==> config.mk <==
export PLATFORM = sky130hd
export DESIGN_NAME = eprom_array_reader
export DESIGN_NICKNAME = d
export VERILOG_FILES = /design/src/rtl/eprom_rd_pkg.sv /design/src/rtl/eprom_rd_seq.sv /design/src/rtl/eprom_dev_decode.sv /design/src/rtl/eprom_rd_capture.sv /design/src/rtl/eprom_array_reader.sv
export SDC_FILE = /design/constraint.sdc
export NUM_CORES = 1
export LEC_CHECK = 0
export ABC_AREA = 1
export CORE_MARGIN = 2
export CORE_UTILIZATION = 40
export DETAILED_ROUTE_END_ITERATION = 12
export PLACE_DENSITY_LB_ADDON = 0.05
export SYNTH_ARGS = -nofsm -noshare
export SYNTH_HDL_FRONTEND = slang
export SYNTH_HIERARCHICAL = 1
export SYNTH_SLANG_ARGS = --single-unit
==> constraint.sdc <==
create_clock -name clk -period 1.9 [get_ports clk]
set_input_delay 0.57 -clock clk [delete_from_list [all_inputs] [get_ports clk]]
set_output_delay 0.57 -clock clk [all_outputs]
set_load 0.02 [all_outputs]
==> src/rtl/eprom_rd_pkg.sv <==
package eprom_rd_pkg;

    typedef enum logic [1:0] {
        RD_IDLE    = 2'd0,
        RD_SETUP   = 2'd1,
        RD_STROBE  = 2'd2,
        RD_RELEASE = 2'd3
    } rd_state_e;

endpackage

==> src/rtl/eprom_rd_seq.sv <==
module eprom_rd_seq
    import eprom_rd_pkg::*;
#(
    parameter int DEV_W      = 2,
    parameter int DEV_ADDR_W = 15,
    parameter int T_ACC      = 4,
    parameter int T_OE       = 2
) (
    input  logic                        clk,
    input  logic                        rst_n,
    input  logic                        req_i,
    input  logic [DEV_W+DEV_ADDR_W-1:0] addr_i,
    output logic                        ready_o,
    output logic                        active_o,
    output logic                        strobe_o,
    output logic                        take_o,
    output logic [DEV_W-1:0]            dev_o,
    output logic [DEV_ADDR_W-1:0]       lo_o
);

    localparam int N_SETUP = T_ACC - T_OE;
    localparam int CNT_W   = $clog2(T_ACC + 1);

    typedef struct packed {
        rd_state_e             state;
        logic [CNT_W-1:0]      cnt;
        logic [DEV_W-1:0]      dev;
        logic [DEV_ADDR_W-1:0] lo;
    } seq_t;

    seq_t seq_d, seq_q;
    logic last_setup, last_strobe;

    always_comb begin
        seq_d       = seq_q;
        last_setup  = (int'(seq_q.cnt) == N_SETUP - 1);
        last_strobe = (int'(seq_q.cnt) == T_OE - 1);
        unique case (seq_q.state)
            RD_IDLE: begin
                if (req_i) begin
                    seq_d.dev   = addr_i[DEV_W+DEV_ADDR_W-1:DEV_ADDR_W];
                    seq_d.lo    = addr_i[DEV_ADDR_W-1:0];
                    seq_d.cnt   = '0;
                    seq_d.state = (N_SETUP == 0) ? RD_STROBE : RD_SETUP;
                end
            end
            RD_SETUP: begin
                if (last_setup) begin
                    seq_d.cnt   = '0;
                    seq_d.state = RD_STROBE;
                end else begin
                    seq_d.cnt = seq_q.cnt + 1'b1;
                end
            end
            RD_STROBE: begin
                if (last_strobe) begin
                    seq_d.cnt   = '0;
                    seq_d.state = RD_RELEASE;
                end else begin
                    seq_d.cnt = seq_q.cnt + 1'b1;
                end
            end
            RD_RELEASE: begin
                seq_d.state = RD_IDLE;
            end
            default: seq_d.state = RD_IDLE;
        endcase
    end

    always_ff @(posedge clk or negedge rst_n) begin
        if (!rst_n) begin
            seq_q <= '{state: RD_IDLE, cnt: '0, dev: '0, lo: '0};
        end else begin
            seq_q <= seq_d;
        end
    end

    assign ready_o  = (seq_q.state == RD_IDLE);
    assign active_o = (seq_q.state != RD_IDLE);
    assign strobe_o = (seq_q.state == RD_STROBE);
    assign take_o   = (seq_q.state == RD_STROBE) && last_strobe;
    assign dev_o    = seq_q.dev;
    assign lo_o     = seq_q.lo;


    strobe_len_chk: assert property (@(posedge clk) disable iff (!rst_n)
        (seq_q.state == RD_STROBE) |-> (int'(seq_q.cnt) < T_OE));


    accept_idle_chk: assert property (@(posedge clk) disable iff (!rst_n)
        (seq_q.state == RD_SETUP && $past(seq_q.state) != RD_SETUP)
            |-> $past(seq_q.state) == RD_IDLE);

endmodule

==> src/rtl/eprom_dev_decode.sv <==
module eprom_dev_decode #(
    parameter int NUM_DEV = 4,
    parameter int DEV_W   = 2
) (
    input  logic               en_i,
    input  logic [DEV_W-1:0]   dev_i,
    output logic [NUM_DEV-1:0] ce_n_o
);

    for (genvar g = 0; g < NUM_DEV; g++) begin : g_ce
        assign ce_n_o[g] = !(en_i && (dev_i == DEV_W'(g)));
    end

endmodule

==> src/rtl/eprom_rd_capture.sv <==
module eprom_rd_capture #(
    parameter int DATA_W = 8
) (
    input  logic              clk,
    input  logic              rst_n,
    input  logic              take_i,
    input  logic [DATA_W-1:0] bus_i,
    output logic [DATA_W-1:0] data_o,
    output logic              valid_o
);

    typedef struct packed {
        logic [DATA_W-1:0] data;
        logic              valid;
    } cap_t;

    cap_t cap_d, cap_q;

    always_comb begin
        cap_d       = cap_q;
        cap_d.valid = take_i;
        if (take_i) begin
            cap_d.data = bus_i;
        end
    end

    always_ff @(posedge clk or negedge rst_n) begin
        if (!rst_n) begin
            cap_q <= '{data: '0, valid: 1'b0};
        end else begin
            cap_q <= cap_d;
        end
    end

    assign data_o  = cap_q.data;
    assign valid_o = cap_q.valid;


    valid_pulse_chk: assert property (@(posedge clk) disable iff (!rst_n)
        valid_o |=> !valid_o);

endmodule

==> src/rtl/eprom_array_reader.sv <==
module eprom_array_reader #(
    parameter int NUM_DEV    = 4,
    parameter int DEV_ADDR_W = 15,
    parameter int DATA_W     = 8,
    parameter int T_ACC      = 4,
    parameter int T_OE       = 2,
    localparam int DEV_W     = (NUM_DEV > 1) ? $clog2(NUM_DEV) : 1,
    localparam int ADDR_W    = DEV_W + DEV_ADDR_W
) (
    input  logic                  clk,
    input  logic                  rst_n,
    input  logic                  req_i,
    input  logic [ADDR_W-1:0]     addr_i,
    output logic                  ready_o,
    output logic [DATA_W-1:0]     data_o,
    output logic                  valid_o,
    output logic [DEV_ADDR_W-1:0] mem_addr_o,
    output logic [NUM_DEV-1:0]    mem_ce_n_o,
    output logic                  mem_oe_n_o,
    input  logic [DATA_W-1:0]     mem_data_i
);

    logic             active, strobe, take;
    logic [DEV_W-1:0] dev;

    eprom_rd_seq #(
        .DEV_W      (DEV_W),
        .DEV_ADDR_W (DEV_ADDR_W),
        .T_ACC      (T_ACC),
        .T_OE       (T_OE)
    ) u_seq (
        .clk      (clk),
        .rst_n    (rst_n),
        .req_i    (req_i),
        .addr_i   (addr_i),
        .ready_o  (ready_o),
        .active_o (active),
        .strobe_o (strobe),
        .take_o   (take),
        .dev_o    (dev),
        .lo_o     (mem_addr_o)
    );

    eprom_dev_decode #(
        .NUM_DEV (NUM_DEV),
        .DEV_W   (DEV_W)
    ) u_dec (
        .en_i   (active),
        .dev_i  (dev),
        .ce_n_o (mem_ce_n_o)
    );

    eprom_rd_capture #(
        .DATA_W (DATA_W)
    ) u_cap (
        .clk     (clk),
        .rst_n   (rst_n),
        .take_i  (take),
        .bus_i   (mem_data_i),
        .data_o  (data_o),
        .valid_o (valid_o)
    );

    assign mem_oe_n_o = !strobe;


    one_ce_chk: assert property (@(posedge clk) disable iff (!rst_n)
        $onehot0(~mem_ce_n_o));


    oe_needs_ce_chk: assert property (@(posedge clk) disable iff (!rst_n)
        !mem_oe_n_o |-> ($countones(~mem_ce_n_o) == 1));


    sel_stable_chk: assert property (@(posedge clk) disable iff (!rst_n)
        (!mem_oe_n_o && !$past(mem_oe_n_o)) |-> ($stable(mem_ce_n_o) && $stable(mem_addr_o)));


    oe_first_chk: assert property (@(posedge clk) disable iff (!rst_n)
        $rose(mem_oe_n_o) |-> !(&mem_ce_n_o));


    no_switch_chk: assert property (@(posedge clk) disable iff (!rst_n)
        (!(&mem_ce_n_o) && !(&$past(mem_ce_n_o))) |-> $stable(mem_ce_n_o));


    idle_quiet_chk: assert property (@(posedge clk) disable iff (!rst_n)
        ready_o |-> ((&mem_ce_n_o) && mem_oe_n_o));


    valid_after_oe_chk: assert property (@(posedge clk) disable iff (!rst_n)
        valid_o |-> ($past(!mem_oe_n_o) && mem_oe_n_o));

endmodule

==> impl_summary.md <==
Status
The run finished with clean final reports.

STA
The ratio of final minimum period to clock period is 96.7%. Setup violations remaining at the end of the flow were counted as 0. The hold violation total from the final report is 0. Derived from the worst setup path, the maximum achievable clock frequency is 544 MHz.

Setup repair after global routing left no endpoint under its margin. The worst pin sits at a relative slew slack of 74.4%. The max-slew violation total from the final report came to 0.

At the pin with the least slew margin, the transition time is 384 ps. The clock arrives with 3.71 ps of skew. Summed over all failing endpoints, the final setup total negative slack is 0 ps. The clock period could shrink to 1840 ps.

Min path
The min-delay analysis places its worst path in the category register to register.

Layout
The signed area change from the synthesized netlist to the final layout is 38.8%. The share of layout cells above drive strength 1 is 12.4%. The count of inserted antenna diode cells is 0. Counting the fill cells in the layout gives 343. Once layout is complete, the utilization of the core stands at 57.5%.

The total number of nets in the final design is 264.

Place
The placed wire-length estimate after detailed placement is 2340 um. The count of input and output buffers is 57. The final weighted congestion of routability-driven global placement is 0.701.

Logic synthesis
The biggest area consumer among synthesized cells is dfrtp_1. The share of synthesized area in the top cell type comes to 51.2%. After synthesis the cells add up to 1520 sq um. By area, the combinational part of the netlist is dominated by simple AND/OR/NAND/NOR gates. The distinct cell type count after synthesis is 16.

Summing the areas of all and, or, nand and nor instances in the mapped netlist gives 29.6% of the synthesized area. The mean instance size in the synthesized netlist is 8.33 sq um. After Yosys synthesis, full adders, half adders and majority gates account for 2.48% of the synthesized area.

The post-synthesis xor/xnor area fraction is 0%. After synthesis, the cell types taking the most area are dfrtp_1 (51%), nand2_1 (19%), buf_4 (8.9%), nand3_1 (8.3%), buf_6 (3.0%). The proportion of synthesized chip area in sequential cells is 51.2%.

Summing the areas of all compound-gate instances in the mapped netlist gives 0.990% of the synthesized area. The post-synth net total is 213. Synthesis produced a netlist whose cell count is 182.

Yosys printed 6 warnings. The share of cell area taken by muxes after synthesis is 0%. The count of state elements after synthesis is 31.

CTS
After clock tree synthesis, the clock-pin slew on the worst setup and hold paths is 60 ps. The maximum clock path buffer count is 2. The number of buffers inserted for hold repair after clock tree synthesis is 0. CTS placed an instance of clkbuf_8 at the clock tree root.

The level count of the clock H-tree is 2. In this run, CTS created clock tree buffers numbering 5. Clock latency on the worst-skew pair, taken at its later pin, is 280 ps. The TritonCTS clock tree is done. The TritonCTS sink count is 31.

Route
Across all layers, the routed design uses 1,271 vias. The detailed router finished its first iteration with 54 violations. In the routed design, unresolved DRC markers number 0.

The total wirelength of the detailed-routed design is 3150 um. The number of nets with antenna violations after detailed routing is 0. The detailed-router iteration count before antenna repair is 4.

After detailed routing, the average wire length per cell comes to 11.2 um. Using the TritonRoute via totals, the vias-per-cell ratio works out to 4.52.

Global routing
The number of global-route vias before repair came to 1,227. The total congestion overflow after global routing is 0. The combined global-route utilization of all metal layers is 16.4%. The first global-routing pass estimated 5330 um of wire. The number of antenna violations at the first check in global routing was 0.

Entering global routing, the biggest net connects 32 pins.

Critical path
The kind of capture point of the worst setup path is an output port. The largest driver fanout on the critical path is 3. The required time at the endpoint of the critical path is 1330 ps. The category of the critical setup timing path is register to output port. The endpoint arrival time on the critical path is 1270 ps. The worst setup path is launched from a register.

Power
The power per unit of standard cell area is 1730 nW/um^2. The maximum ir drop on the vdd rail is 796 uV. The reported leakage power is 0.00106 uW.

Floorplanning
The floorplan has 22 rows. The floorplan step defined a core boundary enclosing 3660 sq um. Once the floorplan was initialized, standard cells occupied 41.4% of the core. In this run the horizontal extent of the chip is 65.6 um.

The die covers 4300 sq um. The die height is 65.6 um. The number of top-level pins is 58.

Job
The max-cap check violation count is 0.
worst max-delay path: stages (launching register included):
cell,delay (ps)
dfrtp_1,390
inv_1,90
ha_2,210
clkdlybuf4s15_1,300
final timing paths:
path,start,to,slack (ps),depth (start not counted)
setup / recovery,u_seq/seq_q[20],ready_o,60,3
max in group asynchronous,rst_n,u_seq/lo_o[5],940,2
min in group asynchronous,rst_n,u_seq/seq_q[20],670,2
setup reg to reg,u_seq/seq_q[20],u_seq/lo_o[10],360,7
hold reg to reg,u_seq/lo_o[11],u_seq/lo_o[11],470,2
hold / removal,u_seq/lo_o[11],u_seq/lo_o[11],470,2
final cells by class:
class / instances / area [sq um] / area share, %
repair buffers: 68 / 628 / 29.8
flip-flops and latches: 31 / 776 / 36.9
multi-input cells: 114 / 504 / 24.0
well taps: 48 / 60.1 / 2.85
clock inverters: 1 / 5.00 / 0.238
clock buffers: 6 / 82.6 / 3.92
inverters: 13 / 48.8 / 2.32
routing by layer:
metal	vias up	global-route usage [%]	wire, um
met1	583	18.7	1310
li1	645	-	-
met5	-	0	0
met4	0	7.03	47
met2	37	29.5	1650
met3	6	3.77	146
cells in the mapped netlist (all sizes together):
cell and n:
nand4 1, nand3 25, o21ai 2, buf 24
or2 2, nor2 3, dfrtp 31, nand2 77
ha 3, a21oi 1, inv 13
cell families after synthesis:
logic type / after synthesis
AO/OA/AOI/OAI: 3
AND/OR/NAND/NOR: 108
flip-flops: 31
buffers and inverters: 37
adder cells (fa/ha/maj): 3
placed cells by master, fill, tap and decap left out, drive strengths merged, types with 3 or more instances in the layout:
master	synthesis	final
nand2	77	77
clkdlybuf4s50	0	51
dfrtp	31	31
nand3	25	25
buf	24	15
inv	13	13
clkbuf	0	7
nor2	3	3
ha	3	3
through the flow:
step,cell area [sq um],setup WS (ps),cells,total power [uW],hold WS [ps]
2_1_floorplan,1520,169,182,2550,274
3_3_place_gp,2040,-34.3,274,3140,452
3_5_place_dp,2040,-103,274,3200,457
4_1_cts,2110,4.71,281,3680,473
5_1_grt,2100,0.0910,281,3930,504
6_report,2100,63.1,281,3630,468
repair_timing:
| item | 4_1_cts | 5_1_grt |
|---|---|---|
| buffers inserted | 0 | 0 |
| endpoints found under the setup margin | 6 | 3 |
| cloned | 0 | 0 |
| resized for setup | 20 | 2 |
report_power, final:
group | internal [uW] | switching, uW
registers | 976 | 197
clock network | 283 | 228
logic | 878 | 1070
total | 2140 | 1490
sequential cells by signal, summed over array words and instances (netlist names):
register / count
u_seq/lo_o: 15
u_cap/data_o: 8
u_seq/seq_q: 5
u_seq/dev_o: 2
u_cap/valid_o: 1
(Power assumes the default switching activity.)
